File: src/rtl/fmul_sp.sv
module fmul_sp (
  input  logic        clk,
  input  logic        rst_n,
  input  logic        start,
  input  logic [2:0]  op,
  input  logic [1:0]  rmode,
  input  logic [31:0] a,
  input  logic [31:0] b,
  output logic        done,
  output logic [31:0] product,
  output logic        flag_invalid,
  output logic        flag_divzero,
  output logic        flag_overflow,
  output logic        flag_underflow,
  output logic        flag_inexact
);
  localparam logic [2:0]  OP_MUL = 3'b010;
  localparam logic [31:0] QNAN   = 32'h7FC0_0000;
  localparam logic [1:0]  RM_NE  = 2'b00;
  localparam logic [1:0]  RM_TZ  = 2'b01;
  localparam logic [1:0]  RM_UP  = 2'b10;
  localparam logic [1:0]  RM_DN  = 2'b11;

  logic [7:0]  ea, eb;
  logic [22:0] fa, fb;
  logic        sgn;
  logic        a_zero, b_zero, a_inf, b_inf, a_nan, b_nan;

  assign ea  = a[30:23];
  assign eb  = b[30:23];
  assign fa  = a[22:0];
  assign fb  = b[22:0];
  assign sgn = a[31] ^ b[31];

  assign a_zero = (ea == 8'd0);
  assign b_zero = (eb == 8'd0);
  assign a_inf  = (ea == 8'hFF) && (fa == 23'd0);
  assign b_inf  = (eb == 8'hFF) && (fb == 23'd0);
  assign a_nan  = (ea == 8'hFF) && (fa != 23'd0);
  assign b_nan  = (eb == 8'hFF) && (fb != 23'd0);

  logic [47:0] prod;
  logic        hi;
  logic [23:0] sig;
  logic        grd, stk, lost;

  assign prod = {24'd0, 1'b1, fa} * {24'd0, 1'b1, fb};
  assign hi   = prod[47];
  assign sig  = hi ? prod[47:24] : prod[46:23];
  assign grd  = hi ? prod[23] : prod[22];
  assign stk  = hi ? (|prod[22:0]) : (|prod[21:0]);
  assign lost = grd | stk;

  logic inc;
  always_comb begin
    case (rmode)
      RM_NE:   inc = grd & (stk | sig[0]);
      RM_TZ:   inc = 1'b0;
      RM_UP:   inc = lost & ~sgn;
      default: inc = lost & sgn;
    endcase
  end

  logic [24:0] rsum;
  logic        carry;
  logic [22:0] frac_r;
  logic [9:0]  e_sum, e_n, e_r;
  logic        ovf, unf, sat_max;

  assign rsum   = {1'b0, sig} + {24'd0, inc};
  assign carry  = rsum[24];
  assign frac_r = carry ? rsum[23:1] : rsum[22:0];

  assign e_sum = {2'b00, ea} + {2'b00, eb} - 10'd127;
  assign e_n   = e_sum + {9'd0, hi};
  assign e_r   = e_n + {9'd0, carry};
  assign ovf   = $signed(e_r) > $signed(10'sd254);
  assign unf   = $signed(e_r) < $signed(10'sd1);

  assign sat_max = (rmode == RM_TZ) || (rmode == RM_UP && sgn) || (rmode == RM_DN && !sgn);

  logic [31:0] r_res;
  logic        r_inv, r_ovf, r_unf, r_ix;

  always_comb begin
    r_res = {sgn, e_r[7:0], frac_r};
    r_inv = 1'b0;
    r_ovf = 1'b0;
    r_unf = 1'b0;
    r_ix  = lost;
    if (a_nan || b_nan) begin
      r_res = QNAN;
      r_ix  = 1'b0;
    end else if ((a_zero && b_inf) || (a_inf && b_zero)) begin
      r_res = QNAN;
      r_inv = 1'b1;
      r_ix  = 1'b0;
    end else if (a_inf || b_inf) begin
      r_res = {sgn, 8'hFF, 23'd0};
      r_ix  = 1'b0;
    end else if (a_zero || b_zero) begin
      r_res = {sgn, 31'd0};
      r_ix  = 1'b0;
    end else if (ovf) begin
      r_res = sat_max ? {sgn, 8'hFE, 23'h7F_FFFF} : {sgn, 8'hFF, 23'd0};
      r_ovf = 1'b1;
      r_ix  = 1'b1;
    end else if (unf) begin
      r_res = {sgn, 31'd0};
      r_unf = 1'b1;
      r_ix  = 1'b1;
    end
  end

  logic take;
  assign take         = start && (op == OP_MUL);
  assign flag_divzero = 1'b0;

  always_ff @(posedge clk or negedge rst_n) begin
    if (!rst_n) begin
      done           <= 1'b0;
      product        <= 32'd0;
      flag_invalid   <= 1'b0;
      flag_overflow  <= 1'b0;
      flag_underflow <= 1'b0;
      flag_inexact   <= 1'b0;
    end else begin
      done <= take;
      if (take) begin
        product        <= r_res;
        flag_invalid   <= r_inv;
        flag_overflow  <= r_ovf;
        flag_underflow <= r_unf;
        flag_inexact   <= r_ix;
      end
    end
  end
endmodule

File: config.mk
export PLATFORM = sky130hd
export DESIGN_NAME = fmul_sp
export DESIGN_NICKNAME = d
export VERILOG_FILES = /design/src/rtl/fmul_sp.sv
export SDC_FILE = /design/constraint.sdc
export NUM_CORES = 2
export LEC_CHECK = 0
export ABC_CLOCK_PERIOD_IN_PS = 1100
export BUFFER_PORTS_ARGS = -buffer_cell sky130_fd_sc_hd__buf_2
export CAP_MARGIN = 20
export CORE_MARGIN = 10
export CORE_UTILIZATION = 40
export CTS_CLUSTER_DIAMETER = 80
export CTS_CLUSTER_SIZE = 40
export DETAILED_ROUTE_END_ITERATION = 6
export SLEW_MARGIN = 15
export SYNTH_ARGS = -nofsm -noshare
export SYNTH_HDL_FRONTEND = slang
export SYNTH_SLANG_ARGS = --single-unit
File: constraint.sdc
create_clock -name clk -period 1.1 [get_ports clk]
set_input_delay 0.11 -clock clk [delete_from_list [all_inputs] [get_ports clk]]
set_output_delay 0.11 -clock clk [all_outputs]
set_load 0.03 [all_outputs]
==> flow_metrics.tcl <==
set metrics [dict create \
    hpwl_mm 66.2 \
    min_period_ns 9.98 \
    status "finished with violations" \
    coreArea_mm2 0.0578 \
    die_h_um 262 \
    drt_iter0_drc 1119 \
    syn_area_mm2 0.0234 \
    fmax_ghz 0.100 \
    viasPerCell 5.12 \
    syn_inst 2750 \
    synth_xor_area_share_pct 1.98 \
    h-tree-depth 2 \
    hp-class "input pin to flop" \
    cts_tree "built" \
    regArea_um2 926 \
    place_congestion 0.970 \
    grtUsageTotal_pct 22.6 \
    die_x_um 262 \
    multiInputGateArea_mm2 0.0206 \
    areaGrowthSynthToFinish_pct 32.1 \
    num-nets-final 4122 \
    synth_fa_ha_area_share_pct 51.6 \
    cp_max_fo 7 \
    root_buffer "clkbuf_16" \
    cpMaxStageDelayCell "fa_1" \
    synth_cell_types 108 \
    maxCapViolCount 0 \
    min_period_over_period_pct 907 \
    routed_wl_mm 76.2 \
    worst_slack_ns -8.88 \
    grt_max_degree 38 \
    cts_buffers 5 \
    synth_most_common_cell "inv_1" \
    fin_cells 4143 \
    relSlewSlack_pct 63.9 \
    port_buffers 108 \
    critPathLaunchType "input pin" \
    num_vias 21200 \
    initial_core_util_pct 40.5 \
    synth-edff-count 0 \
    utilization_pct 53.5 \
    yosys_warnings 0 \
    cp_top_family "adder cells" \
    clk_pin_slew_ns 0.06 \
    crit_required_ns 1.26 \
    slew_viol_final 0 \
    finalClockSkew_ns 0 \
    synth.top_cell.area_share_pct 41.4 \
    synth.top_cells.by_area "fa_1, ha_1, inv_1" \
    synth-seq-cells 37 \
    antenna_found_initial 1 \
    slowest_delay_ns 0.56 \
    drc 0 \
    violations "setup timing" \
    synth.area.mux_share_pct 0.518 \
    synth-main-ff-cell "dfrtp_1" \
    postRouteAntennaNets 0 \
    pin_count 110 \
    cts_max_path_buffers 2 \
    ys_async_sr_fraction_pct 100 \
    path_buf_inv 10 \
    clkSinkCount 37 \
    grt_pass1_wl_mm 124 \
    syn-num-nets 3496 \
    synth_top_family_by_area "adder cells" \
    synth-simple-area-share_pct 20.1 \
    setup_viol 36 \
    drive_above_1_share_pct 29.2 \
    finalHoldViolations 0 \
    yosysTopAreaCell "fa_1" \
    avgRoutedWirePerCell_um 18.4 \
    grt_overflow 0 \
    num-fill-cells 5267 \
    synth_common_cells "inv_1, fa_1, nand2_1" \
    dr.pass1.iters 5 \
    tightest_slew_ns 0.535 \
    yosysSeqAreaShare_pct 3.96 \
    worst-setup-path-type "input pin to flop" \
    grt_setup_unrepaired "yes" \
    crit_path_end_kind "flop" \
    cp.arrival_ns 10.14 \
    path_common_cell "fa_1" \
    core.rowCount 88 \
    dpl.cell_count 4045 \
    die_area_mm2 0.0686 \
    synth_area_per_cell_um2 8.51 \
    synth_compound_area_share_pct 10.0 \
    grt_pass1_vias 23300 \
    clock_latency_ns 0.29 \
]
worst reg2reg max path: cells and delay by family, from the launching register on:
kind	cells	cell delay [ns]
AO/OA/AOI/OAI	3	0.40
flip-flops	1	0.40
worst paths after layout:
| path | start | slack, ns | end | cells past startpoint |
|---|---|---|---|---|
| worst min-delay path | op[0] | 0.29 | done | 4 |
| worst max-delay path | a[15] | -8.88 | product[2] | 48 |
| worst min register to register | product[30] | 0.50 | product[30] | 2 |
| worst max register to register | product[16] | 0.18 | product[16] | 3 |
| min in group asynchronous | rst_n | 0.40 | product[28] | 3 |
| max in group asynchronous | rst_n | 0.37 | product[8] | 3 |
layout make-up:
class	instances	share of cell area, %
antenna	1	0.00809
timing repair buffer	748	19.4
clock inverter	2	0.0324
sequential	37	2.99
inverter	594	7.29
multi-input combinational	1990	66.7
clock buffer	6	0.417
tap	765	3.10
timing repair:
item / in CTS / in global routing
endpoints found under the setup margin: 36 / 36
pin swaps: 116 / 59
buffers inserted: 96 / 16
gates cloned: 0 / 2
hold buffers: 1 / 0
gates resized for setup: 246 / 79
endpoints found under the hold margin: 37 / 0
through the flow:
stage	setup WS, ns	TNS, ns	hold WS (ns)	area (um^2)
final	-8.88	-297.79	0.290	30900
after global placement	-9.37	-317.78	0.167	28800
after detailed placement	-9.48	-320.22	0.175	28800
after CTS	-8.73	-292.05	0.288	30400
after floorplan	-9.31	-306.52	-0.186	23800
after global routing	-9.34	-313.67	0.310	30900
cell families after synthesis:
logic type | Yosys count
buf+inv | 723
fa+ha+maj | 674
compound gates | 328
simple gates | 925
other cells | 1
mux | 12
flops | 37
xor+xnor | 50
layout by cell type, fill, tap and decap left out, types with 64 or more instances in the layout:
| cell type | n |
|---|---|
| buf_4 | 589 |
| inv_1 | 569 |
| fa_1 | 465 |
| nand2_1 | 370 |
| and2_1 | 211 |
| ha_1 | 168 |
| nor2_1 | 90 |
| a21oi_1 | 70 |
| buf_6 | 68 |
| buf_2 | 64 |
layer usage:
metal	GRT usage [%]	wire length [um]
met1	29.2	32400
met4	7.31	3000
met5	0	0
met2	38.9	37000
met3	2.49	3700
flip-flops by register name, indices dropped and copies added (netlist names):
register and cells:
product 32, flag_underflow 1, flag_overflow 1, flag_inexact 1, done 1, flag_invalid 1
Power is left out: the tool's default activity adds up to more than one toggle a clock period on the data nets, which glitch-free logic cannot reach.
